<file path="config.mk">
export PLATFORM = sky130hd
export DESIGN_NAME = pkt_router
export DESIGN_NICKNAME = d
export VERILOG_FILES = /design/src/rtl/pkt_router_pkg.sv /design/src/rtl/pkt_hdr_parser.sv /design/src/rtl/pkt_route_decide.sv /design/src/rtl/pkt_router.sv
export SDC_FILE = /design/constraint.sdc
export NUM_CORES = 1
export LEC_CHECK = 0
export ABC_AREA = 1
export ABC_CLOCK_PERIOD_IN_PS = 7200
export BUFFER_PORTS_ARGS = -buffer_cell sky130_fd_sc_hd__buf_2
export CELL_PAD_IN_SITES_DETAIL_PLACEMENT = 1
export CELL_PAD_IN_SITES_GLOBAL_PLACEMENT = 1
export CORE_ASPECT_RATIO = 1.25
export CORE_MARGIN = 1.5
export CORE_UTILIZATION = 40
export DETAILED_ROUTE_END_ITERATION = 10
export PLACE_DENSITY = 0.79
export SYNTH_ARGS = -nofsm -noshare
export SYNTH_HDL_FRONTEND = slang
export SYNTH_SLANG_ARGS = --single-unit
</file>
<file path="constraint.sdc">
create_clock -name clk -period 7.2 [get_ports clk]
set_input_delay 0 -clock clk [delete_from_list [all_inputs] [get_ports clk]]
set_output_delay 0 -clock clk [all_outputs]
set_load 0.005 [all_outputs]
</file>
<file path="src/rtl/pkt_router_pkg.sv">
package pkt_router_pkg;

    localparam int BYTE_W   = 8;
    localparam int ID_W     = 16;
    localparam int CMD_IDX  = 5;            // position of the command byte
    localparam int DATA_IDX = CMD_IDX + 1;  // first data byte

    typedef enum logic [1:0] {
        ROUTE_DROP  = 2'd0,
        ROUTE_LOCAL = 2'd1,
        ROUTE_RADIO = 2'd2,
        ROUTE_HOST  = 2'd3
    } route_e;

    typedef struct packed {
        logic [ID_W-1:0]   dst;
        logic [ID_W-1:0]   src;
        logic [BYTE_W-1:0] cmd;
        logic [BYTE_W-1:0] len;
        logic              from_radio;
    } hdr_t;

endpackage

</file>
<file path="src/rtl/pkt_hdr_parser.sv">
module pkt_hdr_parser
    import pkt_router_pkg::*;
#(
    parameter int MIN_LEN = 5,
    parameter int MAX_LEN = 124
) (
    input  logic              clk,
    input  logic              rst_n,
    input  logic              in_valid,
    input  logic              in_sop,
    input  logic              in_eop,
    input  logic              in_src,
    input  logic [BYTE_W-1:0] in_data,
    output hdr_t              hdr_n,
    output logic              data_beat,
    output logic              end_ok,
    output logic              end_err
);

    localparam logic [BYTE_W-1:0] CNT_MAX = {BYTE_W{1'b1}};
    localparam logic [BYTE_W-1:0] LEN_LO  = BYTE_W'(MIN_LEN);
    localparam logic [BYTE_W-1:0] LEN_HI  = BYTE_W'(MAX_LEN);
    localparam logic [BYTE_W-1:0] D_FIRST = BYTE_W'(DATA_IDX);

    typedef struct packed {
        logic              active;
        logic [BYTE_W-1:0] cnt;
        hdr_t              hdr;
    } prs_t;

    prs_t s_d, s_q;
    logic [BYTE_W-1:0] idx;
    logic              take;
    logic              len_ok;

    always_comb begin
        s_d       = s_q;
        data_beat = 1'b0;
        end_ok    = 1'b0;
        end_err   = 1'b0;
        idx       = '0;
        take      = 1'b0;
        len_ok    = 1'b0;
        if (in_valid && in_sop) begin
            end_err            = s_q.active;   // open packet abandoned
            s_d.active         = 1'b1;
            s_d.hdr            = '0;
            s_d.hdr.len        = in_data;
            s_d.hdr.from_radio = in_src;
            take               = 1'b1;
        end else if (in_valid && s_q.active) begin
            idx  = s_q.cnt;
            take = 1'b1;
        end
        if (take) begin
            case (idx)
                8'd1:    s_d.hdr.dst[ID_W-1:BYTE_W] = in_data;
                8'd2:    s_d.hdr.dst[BYTE_W-1:0]    = in_data;
                8'd3:    s_d.hdr.src[ID_W-1:BYTE_W] = in_data;
                8'd4:    s_d.hdr.src[BYTE_W-1:0]    = in_data;
                8'd5:    s_d.hdr.cmd                = in_data;
                default: ;
            endcase
            s_d.cnt   = (idx == CNT_MAX) ? idx : idx + 1'b1;
            len_ok    = (s_d.hdr.len >= LEN_LO) && (s_d.hdr.len <= LEN_HI);
            data_beat = len_ok && (idx >= D_FIRST) && (idx <= s_d.hdr.len);
            if (in_eop) begin
                s_d.active = 1'b0;
                if (len_ok && idx == s_d.hdr.len) end_ok  = 1'b1;
                else                              end_err = 1'b1;
            end
        end
    end

    always_ff @(posedge clk or negedge rst_n) begin
        if (!rst_n) s_q <= '0;
        else        s_q <= s_d;
    end

    assign hdr_n = s_d.hdr;

    // A single end byte is either well formed or malformed, never both.
    p_end_exclusive_r9: assert property (@(posedge clk) disable iff (!rst_n)
        !(end_ok && end_err));

    // Data beats only happen once the whole header has been seen.
    p_beat_after_header_r11: assert property (@(posedge clk) disable iff (!rst_n)
        data_beat |-> (s_q.active && !in_sop));

endmodule

</file>
<file path="src/rtl/pkt_route_decide.sv">
module pkt_route_decide
    import pkt_router_pkg::*;
#(
    parameter logic [BYTE_W-1:0] REQ_LO = 8'hA0,
    parameter logic [BYTE_W-1:0] REQ_HI = 8'hBF,
    parameter logic [BYTE_W-1:0] REP_LO = 8'hC0,
    parameter logic [BYTE_W-1:0] REP_HI = 8'hDF
) (
    input  logic [ID_W-1:0]   dst,
    input  logic [BYTE_W-1:0] cmd,
    input  logic              from_radio,
    input  logic [ID_W-1:0]   my_id,
    input  logic              watch,
    output route_e            route,
    output logic              cmd_err
);

    logic is_req, is_rep, hit;

    always_comb begin
        is_req  = (cmd >= REQ_LO) && (cmd <= REQ_HI);
        is_rep  = (cmd >= REP_LO) && (cmd <= REP_HI);
        hit     = (dst == my_id);
        route   = ROUTE_DROP;
        cmd_err = 1'b0;
        if (!from_radio) begin
            if (hit) begin
                route   = ROUTE_LOCAL;
                cmd_err = !(is_req || is_rep);
            end else begin
                route   = ROUTE_RADIO;
            end
        end else if (dst == '0) begin
            route = ROUTE_HOST;
        end else if (hit) begin
            if (is_req)      route = ROUTE_LOCAL;
            else if (is_rep) route = ROUTE_HOST;
            else             cmd_err = 1'b1;
        end else if (watch) begin
            route = ROUTE_HOST;
        end
    end

endmodule

</file>
<file path="src/rtl/pkt_router.sv">
module pkt_router
    import pkt_router_pkg::*;
#(
    parameter logic [ID_W-1:0]   DEFAULT_ID = 16'd2,
    parameter int                MIN_LEN    = 5,
    parameter int                MAX_LEN    = 124,
    parameter logic [BYTE_W-1:0] CMD_WATCH  = 8'hA6,
    parameter logic [BYTE_W-1:0] CMD_NORMAL = 8'hA7
) (
    input  logic              clk,
    input  logic              rst_n,
    input  logic              in_valid,
    input  logic              in_sop,
    input  logic              in_eop,
    input  logic              in_src,
    input  logic [BYTE_W-1:0] in_data,
    input  logic              id_we,
    input  logic [ID_W-1:0]   id_wdata,
    output logic [ID_W-1:0]   own_id,
    output logic              watch_on,
    output logic              done,
    output logic              err,
    output logic [1:0]        route,
    output logic [ID_W-1:0]   hdr_dst,
    output logic [ID_W-1:0]   hdr_src,
    output logic [BYTE_W-1:0] hdr_cmd,
    output logic [BYTE_W-1:0] hdr_len,
    output logic              hdr_from_radio,
    output logic              out_valid,
    output logic [BYTE_W-1:0] out_data,
    output logic [1:0]        out_route
);

    typedef struct packed {
        logic [ID_W-1:0]   my_id;
        logic              watch;
        logic              done;
        logic              err;
        route_e            route;
        hdr_t              hdr;
        logic              ov;
        logic [BYTE_W-1:0] od;
        route_e            oroute;
    } top_t;

    top_t   r_d, r_q;
    hdr_t   hdr_n;
    logic   data_beat, end_ok, end_err;
    route_e route_n;
    logic   cmd_err;

    pkt_hdr_parser #(.MIN_LEN(MIN_LEN), .MAX_LEN(MAX_LEN)) u_parser (
        .clk       (clk),
        .rst_n     (rst_n),
        .in_valid  (in_valid),
        .in_sop    (in_sop),
        .in_eop    (in_eop),
        .in_src    (in_src),
        .in_data   (in_data),
        .hdr_n     (hdr_n),
        .data_beat (data_beat),
        .end_ok    (end_ok),
        .end_err   (end_err)
    );

    pkt_route_decide u_decide (
        .dst        (hdr_n.dst),
        .cmd        (hdr_n.cmd),
        .from_radio (hdr_n.from_radio),
        .my_id      (r_q.my_id),
        .watch      (r_q.watch),
        .route      (route_n),
        .cmd_err    (cmd_err)
    );

    always_comb begin
        r_d      = r_q;
        r_d.done = 1'b0;
        r_d.err  = end_err;
        r_d.ov   = 1'b0;
        if (end_ok) begin
            if (cmd_err) begin
                r_d.err = 1'b1;
            end else begin
                r_d.done  = 1'b1;
                r_d.route = route_n;
                r_d.hdr   = hdr_n;
                if (route_n == ROUTE_LOCAL && hdr_n.cmd == CMD_WATCH)  r_d.watch = 1'b1;
                if (route_n == ROUTE_LOCAL && hdr_n.cmd == CMD_NORMAL) r_d.watch = 1'b0;
            end
        end
        if (data_beat && !cmd_err && route_n != ROUTE_DROP) begin
            r_d.ov     = 1'b1;
            r_d.od     = in_data;
            r_d.oroute = route_n;
        end
        if (id_we) r_d.my_id = id_wdata;
    end

    always_ff @(posedge clk or negedge rst_n) begin
        if (!rst_n) begin
            r_q       <= '0;
            r_q.my_id <= DEFAULT_ID;
        end else begin
            r_q <= r_d;
        end
    end

    assign own_id         = r_q.my_id;
    assign watch_on       = r_q.watch;
    assign done           = r_q.done;
    assign err            = r_q.err;
    assign route          = r_q.route;
    assign hdr_dst        = r_q.hdr.dst;
    assign hdr_src        = r_q.hdr.src;
    assign hdr_cmd        = r_q.hdr.cmd;
    assign hdr_len        = r_q.hdr.len;
    assign hdr_from_radio = r_q.hdr.from_radio;
    assign out_valid      = r_q.ov;
    assign out_data       = r_q.od;
    assign out_route      = r_q.oroute;

    p_done_follows_eop_r1: assert property (@(posedge clk) disable iff (!rst_n)
        done |-> $past(in_valid && in_eop));

    p_host_never_dropped_r3: assert property (@(posedge clk) disable iff (!rst_n)
        (done && !hdr_from_radio) |-> (route != ROUTE_DROP));

    p_broadcast_to_host_r5: assert property (@(posedge clk) disable iff (!rst_n)
        (done && hdr_from_radio && hdr_dst == '0) |-> (route == ROUTE_HOST));

    p_watch_moves_on_local_r7: assert property (@(posedge clk) disable iff (!rst_n)
        !$stable(watch_on) |-> (done && route == ROUTE_LOCAL));

    p_done_err_exclusive_r8: assert property (@(posedge clk) disable iff (!rst_n)
        !(done && err));

    p_forward_not_dropped_r11: assert property (@(posedge clk) disable iff (!rst_n)
        out_valid |-> (out_route != ROUTE_DROP));

endmodule

</file>
==> results.sh, run 1 <==
export IMPL_status="finished, final reports clean"
export IMPL_clock_root_buffer="clkbuf_16"
export IMPL_fin_skew_ps=7.99
export IMPL_htree_levels=4
export IMPL_p_int_mw=1.49
export IMPL_synth_flop_cell="dfrtp_1"
export IMPL_finalCritPeriodShare_pct=55.7
export IMPL_initial_core_util_pct=41.3
export IMPL_nets=975
export IMPL_fp_row_count=52
export IMPL_yosysWarnings=0
export IMPL_pwr_share_clk_pct=47.3
export IMPL_endpoint_kind="flop"
export IMPL_ctsResizeCount=0
export IMPL_grt_overflow=0
export IMPL_hold_ws_ps=42.3
export IMPL_antenna_cells=0
export IMPL_wl_um=20000
export IMPL_drcViolationCount=0
export IMPL_critPathLaunchType="flop"
export IMPL_fillers=1984
export IMPL_clock_latency_ps=430
export IMPL_clockBufferDepth=2
export IMPL_p_leak_nw=4.60
export IMPL_required_ps=7480
export IMPL_power_switching_mw=0.534
export IMPL_layout_drive_gt1_share_pct=22.1
export IMPL_place_area_mm2=0.00737
export IMPL_core_mm2=0.0163
export IMPL_tightest_slew_ps=908
export IMPL_viasPerCell=5.06
export IMPL_cts_setup_buffers=0
export IMPL_clkTransAtPathRegs_ps=60
export IMPL_drt_iter0_drc=259
export IMPL_syn_cell_area_mm2=0.00674
export IMPL_ys_ff_latch=139
export IMPL_slew_viol_final=0
export IMPL_grt_pass1_vias=6284
export IMPL_rsz0062_at_grt="false"
export IMPL_synth_edff_count=0
export IMPL_cts_inserted_buffers=17
export IMPL_io_buffer_count=111
export IMPL_swShare_pct=26.4
export IMPL_p_seq_share_pct=41.4
export IMPL_die_x_um=119
export IMPL_comb_power_share_pct=11.2
export IMPL_die_y_um=148
export IMPL_setup_tns_ps=0
export IMPL_grt_max_degree=72
export IMPL_antenna_found_initial=0
export IMPL_synth_cell_type_count=41
export IMPL_period_minus_slack_ps=4010
export IMPL_syn_inst=802
export IMPL_cts_tree="done"
export IMPL_avgRoutedWirePerCell_um=17.2
export IMPL_hold_viol=0
export IMPL_max_freq_mhz=249
export IMPL_num_io_pins=112
export IMPL_synthArstFlopShare_pct=100
export IMPL_hpwlAfterDp_um=13900
export IMPL_grt_pass1_wl_um=32800
export IMPL_dr_pass1_iters=4
export IMPL_postSynthAreaPerCell_um2=8.40
export IMPL_worstPathArrival_ps=4290
export IMPL_setup_viol=0
export IMPL_maxCapViolations=0
export IMPL_relSlewSlack_pct=39.5
export IMPL_die_area_mm2=0.0176
export IMPL_syn_nets=844
export IMPL_synth_seq_area_share_pct=51.6
export IMPL_hold_class="primary input to flop"
export IMPL_vdd_ir_drop_max_mv=0.126
export IMPL_path_class="flop to flop"
export IMPL_clock_sinks=139
export IMPL_ant_nets=0
export IMPL_p_per_area_mw_per_mm2=244
export IMPL_finalInstanceArea_mm2=0.00828
export IMPL_dr_total_vias=5885
export IMPL_grt_total_usage_pct=24.1
export IMPL_area_growth_pct=22.9
export IMPL_place_congestion=0.895
export IMPL_cp_max_fo=67
==> sequential cells by signal, summed over array words and instances (netlist names) <==
| signal | cells |
|---|---|
| hdr_len | 8 |
| hdr_src | 16 |
| out_route | 2 |
| hdr_from_radio | 1 |
| out_valid | 1 |
| hdr_dst | 16 |
| u_parser.s_q | 58 |
| watch_on | 1 |
| out_data | 8 |
| done | 1 |
| hdr_cmd | 8 |
| own_id | 16 |
| err | 1 |
| route | 2 |
==> worst max-delay path: stages (launching register included) <==
cell and delay [ps]:
dfrtp_1 430, nand2_2 100, nor2_1 140, inv_1 70, nor2_1 270, ha_1 240, nand2_1 90, nor2_4 380
nand2_2 290, nand2_1 200, nand2_1 110, nand2_1 80, nand2_1 60, nor2_2 120, nand2_1 80, nor2_2 180
nand4_2 170, nand2_2 110, buf_4 550, o21ai_0 180
==> kinds of logic after synthesis <==
family | after synthesis | share of synthesized area (%)
xor+xnor | 6 | 0.780
simple gates | 402 | 26.9
flops | 139 | 51.6
fa+ha+maj | 11 | 2.04
compound gates | 110 | 9.47
buf+inv | 134 | 9.14
==> timing repair <==
action	CTS	global route
endpoints found under the hold margin	110	0
endpoints found under the setup margin	0	0
hold buffers	27	0
==> cell type report <==
type	instances	area, um^2	area share [%]
Multi-Input combinational cell	529	2640	31.9
Clock buffer	18	429	5.18
Inverter	104	390	4.72
Clock inverter	14	205	2.48
Timing Repair Buffer	142	862	10.4
Tap cell	216	270	3.26
Sequential cell	139	3480	42.0
==> per-layer routing <==
layer  vias up  global-route usage (%)  wire, um
met5         -                       0         0
met4         0                    7.89       406
met3        25                    4.60       772
met2       146                    42.8     10300
met1      2883                    29.5      8500
li1       2831                       -         -
==> placed cells by master (no fill, tap or decap), types with 17 or more instances in the layout <==
cell type / synthesis / routed
nand3_1: 74 / 74
dlygate4sd3_1: 0 / 27
clkbuf_16: 0 / 17
nor2_1: 44 / 44
nand2_1: 220 / 220
o21ai_1: 25 / 25
dfrtp_1: 138 / 138
o21ai_0: 44 / 44
buf_2: 7 / 110
inv_1: 99 / 99
nand2_2: 21 / 21
==> cells in the mapped netlist (2+ instances only) <==
master	count	area share [%]
a31oi_1	11	1.0
nand3b_1	2	0.22
nor2_2	7	0.65
o211ai_1	4	0.45
clkbuf_1	8	0.45
nand2_2	21	1.9
nand4_1	6	0.56
ha_1	11	2.0
inv_2	5	0.28
nor2_4	3	0.50
o21ai_1	25	1.9
xor2_1	4	0.52
buf_1	2	0.11
nor2_1	44	2.5
or2_2	7	0.65
nand2_1	220	12
buf_6	8	1.3
nor3_1	6	0.45
o21ai_2	8	1.0
inv_1	99	5.5
buf_4	3	0.33
o21a_1	8	0.89
xnor2_1	2	0.26
buf_2	7	0.52
o21ai_0	44	3.3
dfrtp_1	138	51
a21oi_1	5	0.37
nand3_1	74	5.5
buf_12	2	0.59
nand3_2	7	1.0
==> per-stage QoR <==
| step | setup WS [ps] | cells | power, mW | util, % |
|---|---|---|---|---|
| finish | 3190 | 1162 | 2.02 | 50.7 |
| global route | 2760 | 1162 | 2.10 | 50.7 |
| CTS | 3180 | 1162 | 2.04 | 50.7 |
| detailed placement | 3240 | 1103 | 1.07 | 45.2 |
| global placement | 3420 | 1103 | 1.06 | 45.2 |
| floorplan | 4410 | 802 | 0.970 | - |
==> worst paths after layout <==
| check | startpoint | end | slack (ps) | cells past startpoint |
|---|---|---|---|---|
| max | u_parser.s_q[57]$_DFF_PN0_ | hdr_cmd[6]$_DFFE_PN0P_ | 3190 | 19 |
| min | id_we | own_id[12]$_DFFE_PN0P_ | 40 | 3 |
| max reg2reg | u_parser.s_q[57]$_DFF_PN0_ | hdr_cmd[6]$_DFFE_PN0P_ | 3190 | 19 |
| min reg2reg | out_route[0]$_DFFE_PN0P_ | out_route[0]$_DFFE_PN0P_ | 470 | 2 |
| max in group asynchronous | rst_n | watch_on$_DFFE_PN0P_ | 5670 | 3 |
| min in group asynchronous | rst_n | out_data[5]$_DFFE_PN0P_ | 150 | 2 |
==> power by group through the flow <==
stage          Combinational (mW)  Clock (mW)  Sequential [mW]
6_report                    0.226       0.956            0.837
5_1_grt                     0.256        1.00            0.841
4_1_cts                     0.228       0.973            0.837
3_5_place_dp                0.215           0            0.851
3_3_place_gp                0.209           0            0.850
2_1_floorplan               0.120           0            0.850
Note: power is estimated with default switching activity, not from simulation.
==> run 2: changes to the inputs <==
--- a/config.mk
+++ b/config.mk
@@ -5,8 +5,8 @@
 export SDC_FILE = /design/constraint.sdc
 export NUM_CORES = 1
 export LEC_CHECK = 0
-export ABC_AREA = 1
-export ABC_CLOCK_PERIOD_IN_PS = 7200
+export ABC_AREA = 0
+export ABC_CLOCK_PERIOD_IN_PS = 3940
 export BUFFER_PORTS_ARGS = -buffer_cell sky130_fd_sc_hd__buf_2
 export CELL_PAD_IN_SITES_DETAIL_PLACEMENT = 1
 export CELL_PAD_IN_SITES_GLOBAL_PLACEMENT = 1
@@ -14,7 +14,7 @@
 export CORE_MARGIN = 1.5
 export CORE_UTILIZATION = 40
 export DETAILED_ROUTE_END_ITERATION = 10
-export PLACE_DENSITY = 0.79
+export PLACE_DENSITY = 0.76
 export SYNTH_ARGS = -nofsm -noshare
 export SYNTH_HDL_FRONTEND = slang
 export SYNTH_SLANG_ARGS = --single-unit
==> constraint.sdc (replaced) <==
create_clock -name clk -period 3.94 [get_ports clk]
set_input_delay 0 -clock clk [delete_from_list [all_inputs] [get_ports clk]]
set_output_delay 0 -clock clk [all_outputs]
set_load 0.005 [all_outputs]
==> run 2 against run 1 <==
Sequential power rose by 82%. Power up 71%. Sequential share of layout area rose by 0.18 points. Register-to-register slack worse by 2900 ps. Combinational power grew 57%. Worst setup slack worse by 3000 ps. Critical path type is now primary input to flop. Highest routed layer unchanged.
==> results.sh, run 2 <==
export IMPL_status="finished, final reports clean"
export IMPL_synthArstFlopShare_pct=100
export IMPL_p_per_area_mw_per_mm2=419
export IMPL_die_x_um=118
export IMPL_antenna_cells=0
export IMPL_core_mm2=0.0161
export IMPL_area_growth_pct=25.1
export IMPL_slowest_stage="dlygate4sd3_1"
export IMPL_nets=789
export IMPL_finalInstanceArea_mm2=0.00824
export IMPL_syn_nets=647
export IMPL_ant_nets=0
export IMPL_hold_ws_ps=19.1
export IMPL_critPathLaunchType="primary input"
export IMPL_cts_tree="done"
export IMPL_clock_sinks=139
export IMPL_die_area_mm2=0.0173
export IMPL_syn_inst=605
export IMPL_path_common_cell="mux2_4"
export IMPL_synth_flop_cell="dfrtp_1"
export IMPL_layout_common_cells="dfrtp_1, buf_2, nand2_1"
export IMPL_path_cells="dlygate4sd3_1 > buf_2 > and3b_1 > nand2_1 > inv_1 > ha_1 > nand3_1 > nor4_1 > o22ai_1 > xor2_1 > a211oi_4 > nand4_4 > mux2_4 > o31a_1 > mux2_4"
export IMPL_slew_viol_final=0
export IMPL_synthTopCellsByArea="dfrtp_1, mux2_2, nand2_1"
export IMPL_cts_inserted_buffers=17
export IMPL_avgRoutedWirePerCell_um=20.3
export IMPL_endpoint_kind="flop"
export IMPL_initial_core_util_pct=40.8
export IMPL_required_ps=4240
export IMPL_tightest_slew_ps=1070
export IMPL_synth_top_area_share_pct=52.4
export IMPL_layout_drive_gt1_share_pct=31.4
export IMPL_wl_um=19800
export IMPL_p_leak_nw=4.07
export IMPL_path_class="primary input to flop"
export IMPL_final_common_cell="dfrtp_1"
export IMPL_dp_worst_setup_slack_ps=271
export IMPL_clkTransAtPathRegs_ps=60
export IMPL_cp_max_fo=14
export IMPL_clock_root_buffer="clkbuf_16"
export IMPL_fp_row_count=52
export IMPL_vdd_ir_drop_max_mv=0.277
export IMPL_cts_setup_buffers=0
export IMPL_synth_cell_type_count=65
export IMPL_grt_util_met1_pct=28.8
export IMPL_largest_reg_flops=58
export IMPL_maxCapViolations=0
export IMPL_grt_use_met2_pct=41.1
export IMPL_top_usage_layer="met2"
export IMPL_drcViolationCount=0
export IMPL_die_y_um=147
export IMPL_setup_viol=0
export IMPL_clockBufferDepth=2
export IMPL_grt_pass1_vias=5803
export IMPL_grt_overflow=0
export IMPL_dr_total_vias=5208
export IMPL_yosysWarnings=0
export IMPL_p_total_mw=3.45
export IMPL_fin_skew_ps=9.90
export IMPL_synth_seq_area_share_pct=52.8
export IMPL_io_buffer_count=111
export IMPL_syn_cell_area_mm2=0.00659
export IMPL_hold_class="primary input to flop"
export IMPL_hpwlAfterDp_um=13400
export IMPL_use_met3_pct=4.38
export IMPL_postSynthAreaPerCell_um2=10.9
export IMPL_num_io_pins=112
export IMPL_place_area_mm2=0.00740
export IMPL_setup_slack_ps=229
export IMPL_cpPeakStageDelay_ps=520
export IMPL_clock_latency_ps=420
export IMPL_grt_pass1_wl_um=32100
export IMPL_synth_common_cells="dfrtp_1, nand2_1, mux2_2"
export IMPL_hold_viol=0
export IMPL_drt_iter0_drc=209
export IMPL_viasPerCell=5.34
export IMPL_antenna_found_initial=0
export IMPL_htree_levels=4
export IMPL_fillers=1866
export IMPL_yosysTopAreaCell="dfrtp_1"
export IMPL_regMostFlops="u_parser.s_q"
export IMPL_worstPathArrival_ps=4020
export IMPL_post_route_util_pct=51.1
export IMPL_synth_most_common_cell="dfrtp_1"
export IMPL_grt_total_usage_pct=24.1
export IMPL_setup_tns_ps=0
export IMPL_synth_edff_count=0
export IMPL_dp_cells=917
export IMPL_relSlewSlack_pct=28.6
export IMPL_ys_ff_latch=139
export IMPL_rsz0062_at_grt="false"
export IMPL_finalCritPeriodShare_pct=94.2
export IMPL_grt_max_degree=117
export IMPL_max_freq_mhz=269
export IMPL_finalNonFillerCells=976
export IMPL_place_congestion=0.875
export IMPL_dr_pass1_iters=4
export IMPL_period_minus_slack_ps=3710
## run 2: cells by family after synthesis
family                     after synthesis  synth area share (%)
xor gates and xnor gates                19                  2.53
DFF                                    139                  52.8
AOI/OAI and AO/OA                      108                  10.8
muxes                                   78                  13.7
buffers and inverters                   62                  4.25
and+or+nand+nor                        187                  13.8
adders and majority gates               12                  2.24
## run 2: routing by layer
metal,routed length (um),share of wire (%)
met1,8120,41
met2,10100,51
met3,786,4.0
met4,821,4.1
met5,0,0
## run 2: cell type report
| class | count | area (um^2) | share of cell area, % |
|---|---|---|---|
| multi-input combinational | 404 | 2830 | 34.3 |
| tap | 216 | 270 | 3.28 |
| timing repair buffer | 159 | 990 | 12.0 |
| inverter | 26 | 97.6 | 1.18 |
| clock buffer | 19 | 433 | 5.25 |
| clock inverter | 13 | 144 | 1.75 |
| sequential | 139 | 3480 | 42.2 |
## run 2: worst paths after layout
kind,startpoint,to,slack (ps),cells after the start
max,in_valid,out_data[5]$_DFFE_PN0P_,230,15
min,in_data[7],u_parser.s_q[24]$_DFF_PN0_,20,3
max reg2reg,u_parser.s_q[57]$_DFF_PN0_,out_data[5]$_DFFE_PN0P_,240,12
min reg2reg,hdr_len[6]$_DFFE_PN0P_,hdr_len[6]$_DFFE_PN0P_,470,2
max in group asynchronous,rst_n,u_parser.s_q[54]$_DFFE_PN0N_,2620,3
min in group asynchronous,rst_n,own_id[13]$_DFFE_PN0P_,270,2
## run 2: worst max-delay path: cells and delay by family
kind | cells | cell delay, ps
AOI/OAI and AO/OA | 3 | 930
xor gates and xnor gates | 1 | 200
adders and majority gates | 1 | 260
buffers and inverters | 3 | 910
muxes | 2 | 720
and+or+nand+nor | 5 | 960
## run 2: power breakdown
part           leakage, nW  internal, mW  switching, mW  total [mW]
Clock                0.270         0.935          0.641        1.58
Sequential            1.87          1.48         0.0453        1.52
Combinational         1.93         0.144          0.210       0.354
## run 2: repair_timing
item,4_1_cts,5_1_grt
hold endpoints to repair,137,0
gates resized for setup,0,0
hold buffers,27,0
